--- src/rtl/dma_flyby_pkg.sv ---
package dma_flyby_pkg;
   typedef enum logic [1:0] {
      SQ_ARB = 2'd0,
      SQ_RD  = 2'd1,
      SQ_WR  = 2'd2,
      SQ_FLY = 2'd3
   } seq_state_e;

   localparam logic DIR_P2M = 1'b0;
   localparam logic DIR_M2P = 1'b1;
endpackage

--- src/rtl/dma_chan.sv ---
module dma_chan #(
   parameter int AW     = 16,
   parameter int CW     = 8,
   parameter int STEP   = 2,
   parameter bit FLY_EN = 1'b1
) (
   input  logic          clk,
   input  logic          rst_n,
   input  logic          ld_en,
   input  logic [AW-1:0] ld_addr,
   input  logic [CW-1:0] ld_cnt,
   input  logic          ld_dir,
   input  logic          ld_fly,
   input  logic          step,
   input  logic          done_clr,
   input  logic          dreq,
   output logic          req,
   output logic [AW-1:0] cur_addr,
   output logic          cur_dir,
   output logic          cur_fly,
   output logic          done
);
   logic          act, qv;
   logic [AW-1:0] a_addr, q_addr;
   logic [CW-1:0] a_cnt, q_cnt;
   logic          a_dir, q_dir, a_fly, q_fly;
   logic          last, accept;

   assign last   = step && (a_cnt == CW'(1));
   assign accept = ld_en && (ld_cnt != '0) && !(act && qv);

   always_ff @(posedge clk) begin
      if (!rst_n) begin
         act    <= 1'b0;
         qv     <= 1'b0;
         a_addr <= '0;
         a_cnt  <= '0;
         a_dir  <= 1'b0;
         a_fly  <= 1'b0;
         q_addr <= '0;
         q_cnt  <= '0;
         q_dir  <= 1'b0;
         q_fly  <= 1'b0;
         done   <= 1'b0;
      end else begin
         if (step) begin
            if (last) begin
               if (qv) begin
                  a_addr <= q_addr;
                  a_cnt  <= q_cnt;
                  a_dir  <= q_dir;
                  a_fly  <= q_fly;
                  qv     <= 1'b0;
               end else begin
                  act <= 1'b0;
               end
            end else begin
               a_addr <= a_addr + AW'(STEP);
               a_cnt  <= a_cnt - CW'(1);
            end
         end
         if (accept) begin
            if (!act || last) begin
               a_addr <= ld_addr;
               a_cnt  <= ld_cnt;
               a_dir  <= ld_dir;
               a_fly  <= ld_fly;
               act    <= 1'b1;
            end else begin
               q_addr <= ld_addr;
               q_cnt  <= ld_cnt;
               q_dir  <= ld_dir;
               q_fly  <= ld_fly;
               qv     <= 1'b1;
            end
         end
         if (last && !qv)
            done <= 1'b1;
         else if (done_clr)
            done <= 1'b0;
      end
   end

   assign req      = act && dreq;
   assign cur_addr = a_addr;
   assign cur_dir  = a_dir;

   if (FLY_EN) begin : g_fly_mode
      assign cur_fly = a_fly;
   end else begin : g_buf_only
      assign cur_fly = 1'b0;
   end

   // a non-final item advances address and count
   p_step_advance_r5: assert property (@(posedge clk) disable iff (!rst_n)
      (step && a_cnt > CW'(1) && !accept) |=>
         ((a_addr - $past(a_addr)) == AW'(STEP)) && ($past(a_cnt) - a_cnt == CW'(1)));

   // the final item hands over to the queued descriptor
   p_queue_reload_r6: assert property (@(posedge clk) disable iff (!rst_n)
      (last && qv) |=> (act && !qv && a_addr == $past(q_addr) && a_cnt == $past(q_cnt)));

   // a full queue is not overwritten
   p_full_hold_r7: assert property (@(posedge clk) disable iff (!rst_n)
      (act && qv && !last) |=> (qv && $stable(q_addr) && $stable(q_cnt)));

   // done rises only on a final item with nothing queued
   p_done_cause_r9: assert property (@(posedge clk) disable iff (!rst_n)
      $rose(done) |-> ($past(step) && $past(a_cnt) == CW'(1) && !$past(qv)));

   p_step_active_r8: assert property (@(posedge clk) disable iff (!rst_n)
      step |-> act);
endmodule

--- src/rtl/dma_prio_arb.sv ---
module dma_prio_arb #(
   parameter int N    = 4,
   parameter int IDXW = 2
) (
   input  logic [N-1:0]    req,
   output logic [N-1:0]    gnt,
   output logic            any,
   output logic [IDXW-1:0] idx
);
   logic [N:0] seen;
   assign seen[0] = 1'b0;

   for (genvar i = 0; i < N; i++) begin : g_rank
      assign gnt[i]    = req[i] && !seen[i];
      assign seen[i+1] = seen[i] || req[i];
   end

   assign any = seen[N];

   always_comb begin
      idx = '0;
      for (int i = N - 1; i >= 0; i--) begin
         if (gnt[i]) idx = IDXW'(i);
      end
   end
endmodule

--- src/rtl/dma_bus_seq.sv ---
module dma_bus_seq
   import dma_flyby_pkg::*;
#(
   parameter int N      = 4,
   parameter int AW     = 16,
   parameter int DW     = 16,
   parameter int IDXW   = 2,
   parameter bit FLY_EN = 1'b1
) (
   input  logic                 clk,
   input  logic                 rst_n,
   input  logic                 any_req,
   input  logic [IDXW-1:0]      gnt_idx,
   input  logic [N-1:0][AW-1:0] ch_addr,
   input  logic [N-1:0]         ch_dir,
   input  logic [N-1:0]         ch_fly,
   output logic [N-1:0]         step,
   output logic [N-1:0]         dack,
   output logic [AW-1:0]        mem_addr,
   output logic                 mem_rd,
   output logic                 mem_wr,
   output logic [DW-1:0]        mem_wdata,
   input  logic [DW-1:0]        mem_rdata,
   output logic                 per_rd,
   output logic                 per_wr,
   output logic [DW-1:0]        per_wdata,
   input  logic [DW-1:0]        per_rdata
);
   seq_state_e      st;
   logic [IDXW-1:0] sel;
   logic [DW-1:0]   hold;
   logic            busy, dir, src_ph, dst_ph, fly_ph;

   always_ff @(posedge clk) begin
      if (!rst_n) begin
         st   <= SQ_ARB;
         sel  <= '0;
         hold <= '0;
      end else begin
         unique case (st)
            SQ_ARB: if (any_req) begin
               sel <= gnt_idx;
               st  <= ch_fly[gnt_idx] ? SQ_FLY : SQ_RD;
            end
            SQ_RD: begin
               hold <= (ch_dir[sel] == DIR_M2P) ? mem_rdata : per_rdata;
               st   <= SQ_WR;
            end
            SQ_WR:  st <= SQ_ARB;
            SQ_FLY: st <= SQ_ARB;
         endcase
      end
   end

   assign busy   = (st != SQ_ARB);
   assign dir    = ch_dir[sel];
   assign fly_ph = (st == SQ_FLY);
   assign src_ph = (st == SQ_RD) || fly_ph;
   assign dst_ph = (st == SQ_WR) || fly_ph;

   always_comb begin
      dack = '0;
      step = '0;
      if (busy) dack[sel] = 1'b1;
      if (dst_ph) step[sel] = 1'b1;
   end

   assign mem_addr = busy ? ch_addr[sel] : '0;
   assign per_rd   = (dir == DIR_P2M) && src_ph;
   assign mem_wr   = (dir == DIR_P2M) && dst_ph;
   assign mem_rd   = (dir == DIR_M2P) && src_ph;
   assign per_wr   = (dir == DIR_M2P) && dst_ph;

   if (FLY_EN) begin : g_fly_path
      assign mem_wdata = !mem_wr ? '0 : (fly_ph ? per_rdata : hold);
      assign per_wdata = !per_wr ? '0 : (fly_ph ? mem_rdata : hold);
   end else begin : g_buf_path
      assign mem_wdata = mem_wr ? hold : '0;
      assign per_wdata = per_wr ? hold : '0;
   end

   // bus strobes and grants stay exclusive
   p_bus_excl_r10: assert property (@(posedge clk) disable iff (!rst_n)
      !(mem_rd && mem_wr) && !(per_rd && per_wr) && $onehot0(dack));

   // buffered write phase carries the word read one cycle earlier
   p_buf_data_r2: assert property (@(posedge clk) disable iff (!rst_n)
      (st == SQ_WR) |->
         ((dir == DIR_P2M) ? (mem_wdata == $past(per_rdata)) : (per_wdata == $past(mem_rdata))));

   // a fly-by cycle raises both strobes and ends the grant
   p_fly_single_r3: assert property (@(posedge clk) disable iff (!rst_n)
      (st == SQ_FLY) |-> ((per_rd && mem_wr) || (mem_rd && per_wr)) ##1 (dack == '0));
endmodule

--- src/rtl/dma_flyby_engine.sv ---
module dma_flyby_engine #(
   parameter int NCH    = 4,
   parameter int AW     = 16,
   parameter int DW     = 16,
   parameter int CW     = 8,
   parameter bit FLY_EN = 1'b1,
   localparam int IDXW  = $clog2(NCH),
   localparam int STEP  = DW / 8
) (
   input  logic            clk,
   input  logic            rst_n,
   input  logic            cfg_we,
   input  logic [IDXW-1:0] cfg_ch,
   input  logic [AW-1:0]   cfg_addr,
   input  logic [CW-1:0]   cfg_cnt,
   input  logic            cfg_dir,
   input  logic            cfg_fly,
   input  logic [NCH-1:0]  dreq,
   output logic [NCH-1:0]  dack,
   input  logic [NCH-1:0]  done_clr,
   output logic [NCH-1:0]  done,
   output logic            irq,
   output logic [AW-1:0]   mem_addr,
   output logic            mem_rd,
   output logic            mem_wr,
   output logic [DW-1:0]   mem_wdata,
   input  logic [DW-1:0]   mem_rdata,
   output logic            per_rd,
   output logic            per_wr,
   output logic [DW-1:0]   per_wdata,
   input  logic [DW-1:0]   per_rdata
);
   if (DW != 8 && DW != 16) begin : g_bad_dw
      $error("dma_flyby_engine: data width must be 8 or 16");
   end
   if (NCH < 2) begin : g_bad_nch
      $error("dma_flyby_engine: at least two channels required");
   end
   if (CW < 1 || AW < 2) begin : g_bad_w
      $error("dma_flyby_engine: count or address width too small");
   end

   logic [NCH-1:0]         req_v, step_v, gnt_v, dir_v, fly_v;
   logic [NCH-1:0][AW-1:0] addr_v;
   logic                   any_req;
   logic [IDXW-1:0]        gnt_idx;

   for (genvar i = 0; i < NCH; i++) begin : g_ch
      dma_chan #(
         .AW(AW), .CW(CW), .STEP(STEP), .FLY_EN(FLY_EN)
      ) u_chan (
         .clk      (clk),
         .rst_n    (rst_n),
         .ld_en    (cfg_we && (cfg_ch == IDXW'(i))),
         .ld_addr  (cfg_addr),
         .ld_cnt   (cfg_cnt),
         .ld_dir   (cfg_dir),
         .ld_fly   (cfg_fly),
         .step     (step_v[i]),
         .done_clr (done_clr[i]),
         .dreq     (dreq[i]),
         .req      (req_v[i]),
         .cur_addr (addr_v[i]),
         .cur_dir  (dir_v[i]),
         .cur_fly  (fly_v[i]),
         .done     (done[i])
      );
   end

   dma_prio_arb #(.N(NCH), .IDXW(IDXW)) u_arb (
      .req (req_v),
      .gnt (gnt_v),
      .any (any_req),
      .idx (gnt_idx)
   );

   dma_bus_seq #(
      .N(NCH), .AW(AW), .DW(DW), .IDXW(IDXW), .FLY_EN(FLY_EN)
   ) u_seq (
      .clk       (clk),
      .rst_n     (rst_n),
      .any_req   (any_req),
      .gnt_idx   (gnt_idx),
      .ch_addr   (addr_v),
      .ch_dir    (dir_v),
      .ch_fly    (fly_v),
      .step      (step_v),
      .dack      (dack),
      .mem_addr  (mem_addr),
      .mem_rd    (mem_rd),
      .mem_wr    (mem_wr),
      .mem_wdata (mem_wdata),
      .mem_rdata (mem_rdata),
      .per_rd    (per_rd),
      .per_wr    (per_wr),
      .per_wdata (per_wdata),
      .per_rdata (per_rdata)
   );

   assign irq = |done;

   // an idle bus with channel 0 pending grants channel 0 next
   p_prio_top_r8: assert property (@(posedge clk) disable iff (!rst_n)
      (dack == '0 && req_v[0]) |=> dack[0]);

   // the granted channel was the highest-ranked requester
   p_gnt_rank_r8: assert property (@(posedge clk) disable iff (!rst_n)
      (dack == '0 && any_req) |=> (dack == $past(gnt_v)));
endmodule

--- config.mk ---
export PLATFORM = sky130hd
export DESIGN_NAME = dma_flyby_engine
export DESIGN_NICKNAME = d
export VERILOG_FILES = /design/src/rtl/dma_flyby_pkg.sv /design/src/rtl/dma_chan.sv /design/src/rtl/dma_prio_arb.sv /design/src/rtl/dma_bus_seq.sv /design/src/rtl/dma_flyby_engine.sv
export SDC_FILE = /design/constraint.sdc
export NUM_CORES = 1
export LEC_CHECK = 0
export ABC_AREA = 1
export BUFFER_PORTS_ARGS = -buffer_cell sky130_fd_sc_hd__clkbuf_2
export CAP_MARGIN = 20
export CORE_MARGIN = 3
export CORE_UTILIZATION = 30
export DETAILED_ROUTE_END_ITERATION = 7
export GPL_ROUTABILITY_DRIVEN = 0
export PLACE_DENSITY_LB_ADDON = 0.1
export REMOVE_ABC_BUFFERS = 1
export SYNTH_ARGS = -nofsm -noshare
export SYNTH_HDL_FRONTEND = slang
export SYNTH_SLANG_ARGS = --single-unit
--- constraint.sdc ---
create_clock -name clk -period 2.2 [get_ports clk]
set_input_delay 0.44 -clock clk [delete_from_list [all_inputs] [get_ports clk]]
set_output_delay 0.44 -clock clk [all_outputs]
set_load 0.005 [all_outputs]
==> impl_metrics.tcl, run 1 <==
set metrics [dict create \
    status "finished, violations left" \
    violations "negative setup slack" \
    rsz0062_at_grt "yes" \
    drcViolationCount 0 \
    synth_area_leader_cell "dfxtp_1" \
    worst-path-buf-inv 4 \
    synth_ff_type "dfxtp_1" \
    wl_met2_mm 27.45 \
    synth-edff-count 0 \
    avgRoutedWirePerCell_um 19.23 \
    dr.pass1.iters 6 \
    synth_area_sq_mm 0.01469 \
    clkPwrFrac 0.431 \
    core-area_sq_mm 0.04805 \
    rows 80 \
    synth_top_area_share 0.3270 \
    numClockSinks 240 \
    grt_pass1_vias 14880 \
    cp_cell_sequence "buf_6, nor2_4, a22oi_2, nand2_2, inv_4, nor2_4, inv_6, a21oi_1, clkbuf_2" \
    path_clk_slew_ns 0.06 \
    cp_top_family "buffers and inverters" \
    powerDensity_mw_per_mm2 639.7 \
    cts_hold_buf 0 \
    seqPwrFrac 0.399 \
    r2r-end "g_ch[1].u_chan.cur_addr[4]$_SDFF_PN0_" \
    setup.worst_path.class "flop to primary output" \
    cts_root_buf "clkbuf_16" \
    fin_tns_setup_ns -13.05 \
    grt_antenna_before_repair 2 \
    drive_above_1_share 0.1666 \
    dpl_cell_area_sq_mm 0.01673 \
    reg2regPathDepth 11 \
    numCtsBuffers 31 \
    cts_max_level 1 \
    preCtsSetupSlack_ns -0.1953 \
    ys_top_cells_by_area "dfxtp_1 33%, nand2_1 16%, o21ai_0 8.7%, nor2_1 7.6%, inv_1 7.5%" \
    setup_ws_ns -0.3280 \
    peakVddDrop_v 0.0004929 \
    grt_overflow 0 \
    r2r_setup_slack_ns 0.10 \
    synth_cell_types 42 \
    antenna_left 0 \
    cap_viol_max_count 0 \
    highest_layer "met4" \
    relSlewSlack 0.5000 \
    yosysSeqAreaShare 0.3270 \
    post-dp-hpwl_mm 45.12 \
    clkLatencyLatePin_ns 0.59 \
    whs_ns 0.09924 \
    initial_core_util 0.3058 \
    reg2reg_from "u_seq.st[1]$_SDFFE_PN0P_" \
    endpoint_kind "primary output" \
    grt_max_degree 63 \
    skew_ns 0.02593 \
    fin_crit_ns 2.528 \
    min_path_cells 4 \
    hold_violations 0 \
    sw_frac_of_total 0.3006 \
    ys_ff_latch 240 \
    hold_start "done_clr[0]" \
    nets 2682 \
    crit_top_cell "nor2_4" \
    slew_viol_final 0 \
    area_growth_pct 25.79 \
    final_area_sq_mm 0.01848 \
    finalSetupViolCount 52 \
    critical-path-slowest-cell "dfxtp_4" \
    path_depth 9 \
    switchingPower_w 0.003555 \
    power_frac_comb 0.170 \
    hp-class "input pin to flop" \
    intPower_w 0.008269 \
    critPathMaxFanout 16 \
    portBuffers 131 \
    ys_async_sr_fraction 0 \
    dr_wl_met3_mm 3.667 \
    drt-total-wl_mm 62.31 \
    yosys_warnings 0 \
    die_x_um 227.3 \
    via_per_inst 5.002 \
    syn-mean-instance-area_sq_um 6.069 \
    grtUsageTotal 0.2362 \
    cts_tree "built" \
    worst_pin_slew_ns 0.7472 \
    initialDrtViolationCount 1229 \
    worstPathRequired_ns 1.76 \
    start_kind "flop" \
    p_leak_nw 8.633 \
    fmax_ghz 0.3956 \
    die-area_sq_mm 0.05167 \
    arrival_ns 2.09 \
    ios 132 \
    syn-instance-count 2421 \
    vias 16210 \
    hold_end "g_ch[0].u_chan.done$_SDFFE_PN0P_" \
    cts_max_path_buffers 3 \
    grt_pass1_wl_mm 93.19 \
    met1Wirelength_mm 29.71 \
    crit_start "u_seq.sel[0]$_SDFFE_PN0P_" \
    die_h_um 227.3 \
    cpPeakStageDelay_ns 0.37 \
    final.period_utilization 1.149 \
]
## stage by stage
step           cells  total power [W]    util
2_1_floorplan   2290         0.005744       -
3_3_place_gp    3158         0.006574  0.3482
3_5_place_dp    3158         0.006580  0.3482
4_1_cts         3223          0.01183  0.3786
5_1_grt         3238          0.01238  0.3846
6_report        3241          0.01182  0.3847
## state kept, by name, summed over array words and instances (netlist names)
register	flops
g_ch.u_chan.a_cnt	32
g_ch.u_chan.act	4
g_ch.u_chan.cur_fly	4
g_ch.u_chan.done	4
g_ch.u_chan.q_fly	4
g_ch.u_chan.cur_dir	4
u_seq.hold	16
g_ch.u_chan.cur_addr	64
g_ch.u_chan.qv	4
u_seq.st	2
g_ch.u_chan.q_dir	4
u_seq.sel	2
g_ch.u_chan.q_cnt	32
g_ch.u_chan.q_addr	64
## layout make-up
cell class / count / area [sq um]
diodes: 3 / 7.507
clock buffers: 44 / 874.6
clock inverters: 13 / 131.4
fillers: 5360 / 29560
inverters: 309 / 1177
multi-input cells: 1741 / 8606
flip-flops and latches: 240 / 4813
well taps: 615 / 769.5
repair buffers: 276 / 2105
## power groups by stage
stage	Clock (W)	Combinational (W)	Sequential, W
after floorplan	0	0.000990	0.00475
after global placement	0	0.00178	0.00479
after detailed placement	0	0.00179	0.00479
after CTS	0.00522	0.00190	0.00470
after global routing	0.00540	0.00224	0.00473
final	0.00510	0.00201	0.00471
## worst max path at each step
stage / endpoint / slack (ns)
4_1_cts: per_wdata[12] / -0.34
2_1_floorplan: g_ch[0].u_chan.a_cnt[6]$_SDFF_PN0_ / -1.18
5_1_grt: per_wdata[4] / -0.41
3_3_place_gp: g_ch[1].u_chan.cur_fly$_SDFF_PN0_ / -0.23
6_report: per_wdata[3] / -0.33
3_5_place_dp: g_ch[1].u_chan.cur_addr[11]$_SDFF_PN0_ / -0.20
## logic make-up (layout without fill, tap and decap cells)
kind of cell	Yosys count	count (layout)	synth area share
flip-flops	240	240	0.3270
multiplexers	7	7	0.004769
XOR/XNOR	25	25	0.01490
AO/OA/AOI/OAI	504	504	0.1850
other	0	3	0
adder cells (fa/ha/maj)	12	12	0.01022
AND/OR/NAND/NOR	1193	1193	0.3407
buffers and inverters	440	642	0.1174
## synthesized netlist by cell type (all sizes together), types with 5 or more instances
library cell,n
dfxtp,240
nand2,623
a221oi,12
or2,8
nand4,25
nand3,210
a21oi,141
a31oi,8
inv,305
nor2,309
o21a,7
a22oi,7
xor2,25
ha,12
buf,44
o22ai,17
clkbuf,87
o21ai,288
mux2i,7
nand3b,5
o211ai,19
nor3,12
## worst min-delay path, delay by kind of cell
family                 cells  cell delay, ns
buffers and inverters      2            0.11
AND/OR/NAND/NOR            1            0.05
AO/OA/AOI/OAI              1            0.05
## timing repair
action / in CTS / in global routing
gates resized for setup: 74 / 41
buffers inserted: 7 / 15
pin swaps: 5 / 11
endpoints found under the setup margin: 56 / 83
gates cloned: 1 / 0
## routing by layer
layer  GRT usage  vias to the layer above
li1            -                     8150
met2      0.3747                      427
met3     0.03353                       70
met5           0                        -
met1      0.3385                     7564
met4     0.05830                        0
## cell usage in the layout, fill, tap and decap left out, drive strengths merged, types with 2 or more instances in the layout
cell type | synthesis | final
ha | 12 | 12
buf | 44 | 151
nand4 | 25 | 25
nor2 | 309 | 309
xor2 | 25 | 25
nand3b | 5 | 5
inv | 305 | 306
clkinv | 4 | 9
mux2i | 7 | 7
o22ai | 17 | 17
a22oi | 7 | 7
a41oi | 2 | 2
a221oi | 12 | 12
dfxtp | 240 | 240
o21a | 7 | 7
clkbuf | 87 | 169
or2 | 8 | 8
clkinvlp | 0 | 5
o211ai | 19 | 19
nand3 | 210 | 210
nand2 | 623 | 623
diode | 0 | 3
bufinv | 0 | 2
nor3 | 12 | 12
o21ai | 288 | 288
a31oi | 8 | 8
a21oi | 141 | 141
(Power assumes the default switching activity.)
==> run 2: changes to the inputs <==
--- a/config.mk
+++ b/config.mk
@@ -14,6 +14,7 @@
 export GPL_ROUTABILITY_DRIVEN = 0
 export PLACE_DENSITY_LB_ADDON = 0.1
 export REMOVE_ABC_BUFFERS = 1
+export SKIP_LAST_GASP = 1
 export SYNTH_ARGS = -nofsm -noshare
 export SYNTH_HDL_FRONTEND = slang
 export SYNTH_SLANG_ARGS = --single-unit
==> run 2 against run 1 <==
  * The flow still finishes with violations (negative setup slack)
  * Global-route usage is essentially flat
  * Die area stayed put
  * Power fell by 0.42%
  * Non-clock buffer count fell by 2
  * Combinational power is 2% lower
  * Critical path type unchanged
  * Maximum frequency grew 0.38%
==> impl_metrics.tcl, run 2 (same netlist as run 1, synthesis figures left out) <==
set metrics [dict create \
    status "finished, violations left" \
    violations "negative setup slack" \
    die-area_sq_mm 0.05167 \
    critPathMaxFanout 16 \
    post-dp-hpwl_mm 45.12 \
    final_common_cell "nand2_1" \
    grt_pass1_vias 14830 \
    endpoint_kind "primary output" \
    cts_max_path_buffers 3 \
    skew_ns 0.02675 \
    final_cell_mix "610 x nand2_1, 292 x inv_1, 288 x nor2_1" \
    grt_pass1_wl_mm 93.06 \
    setup_ws_ns -0.3183 \
    numCtsBuffers 31 \
    grtUsageTotal 0.2359 \
    finalSetupViolCount 52 \
    nets 2680 \
    path_clk_slew_ns 0.06 \
    relSlewSlack 0.5086 \
    antenna_left 0 \
    vias 16210 \
    fmax_ghz 0.3971 \
    cts_max_level 1 \
    grt_overflow 0 \
    worstPathRequired_ns 1.76 \
    rows 80 \
    drt-total-wl_mm 62.16 \
    regArea_sq_mm 0.004813 \
    fin_tns_setup_ns -12.72 \
    peakVddDrop_v 0.0004941 \
    cts_hold_buf 0 \
    slew_viol_final 0 \
    clkLatencyLatePin_ns 0.59 \
    cts_root_buf "clkbuf_16" \
    cts_tree "built" \
    dpl.cell_count 3158 \
    area_growth_pct 25.01 \
    arrival_ns 2.08 \
    die_x_um 227.3 \
    numClockSinks 240 \
    r2r_setup_slack_ns 0.11 \
    initialDrtViolationCount 1255 \
    final.period_utilization 1.145 \
    via_per_inst 5.007 \
    p_total_w 0.01177 \
    drcViolationCount 0 \
    fill_cells 5370 \
    ios 132 \
    core-area_sq_mm 0.04805 \
    rsz0062_at_grt "yes" \
    dr.pass1.iters 5 \
    stdcell_count 3238 \
    hold_violations 0 \
    multi_input_area_sq_mm 0.008546 \
    die_h_um 227.3 \
    cap_viol_max_count 0 \
    p_leak_nw 8.597 \
    portBuffers 131 \
    powerDensity_mw_per_mm2 641.0 \
    grt_max_degree 63 \
    worst_pin_slew_ns 0.7343 \
    setup.worst_path.class "flop to primary output" \
    fin_crit_ns 2.518 \
    drive_above_1_share 0.1622 \
    hp-class "input pin to flop" \
    avgRoutedWirePerCell_um 19.20 \
    initial_core_util 0.3058 \
    preCtsSetupSlack_ns -0.1953 \
    start_kind "flop" \
    grt_antenna_before_repair 2 \
]
[run 2: per-stage QoR]
step / area [sq um] / hold WS (ns) / utilization
final: 18370 / 0.09719 / 0.3823
after global routing: 18360 / 0.1205 / 0.3822
after CTS: 18170 / 0.08072 / 0.3781
after detailed placement: 16730 / 0.4450 / 0.3482
after global placement: 16730 / 0.4408 / 0.3482
after floorplan: 14130 / 0.4239 / -
[run 2: critical path: stages, from the launching register on]
cell	delay (ns)
dfxtp_4	0.37
buf_8	0.14
nor2_4	0.13
a22oi_2	0.11
nand2_2	0.15
inv_4	0.06
nor2_4	0.13
inv_6	0.10
a21oi_1	0.15
clkbuf_2	0.14
[run 2: final cells by class]
type                       instances  share of cell area
clock buffer                      44             0.04761
inverter                         309             0.06396
multi-input combinational       1741              0.4652
antenna                            2           0.0002725
clock inverter                    13            0.007152
tap                              615             0.04189
timing repair buffer             274              0.1118
sequential                       240              0.2620
[run 2: worst paths after layout]
| check | endpoint | cells past startpoint | startpoint |
|---|---|---|---|
| worst max register to register | g_ch[1].u_chan.cur_addr[4]$_SDFF_PN0_ | 11 | u_seq.st[1]$_SDFFE_PN0P_ |
| worst max-delay path | per_wdata[3] | 9 | u_seq.sel[1]$_SDFFE_PN0P_ |
| worst min-delay path | g_ch[0].u_chan.done$_SDFFE_PN0P_ | 4 | done_clr[0] |
| worst min register to register | g_ch[0].u_chan.q_cnt[7]$_SDFFE_PN0P_ | 2 | g_ch[0].u_chan.q_cnt[7]$_SDFFE_PN0P_ |
[run 2: where the power goes]
group          switching [W]  total [W]  internal [W]
Sequential          0.000184    0.00471       0.00453
Clock                0.00211    0.00510       0.00299
Combinational        0.00124    0.00196      0.000726
Total                0.00353     0.0118       0.00824
[run 2: layer usage]
metal / track usage / up-vias / routed length, um
met3: 0.03353 / 69 / 3949
met1: 0.3392 / 7533 / 29450
met4: 0.05830 / 0 / 1446
li1: - / 8148 / -
met5: 0 / - / 0
met2: 0.3728 / 464 / 27320
[run 2: timing repair]
item / CTS / global route
gates resized for setup: 68 / 23
pin swaps: 4 / 9
setup buffers: 7 / 13
setup endpoints to repair: 56 / 83
cloned: 1 / 0
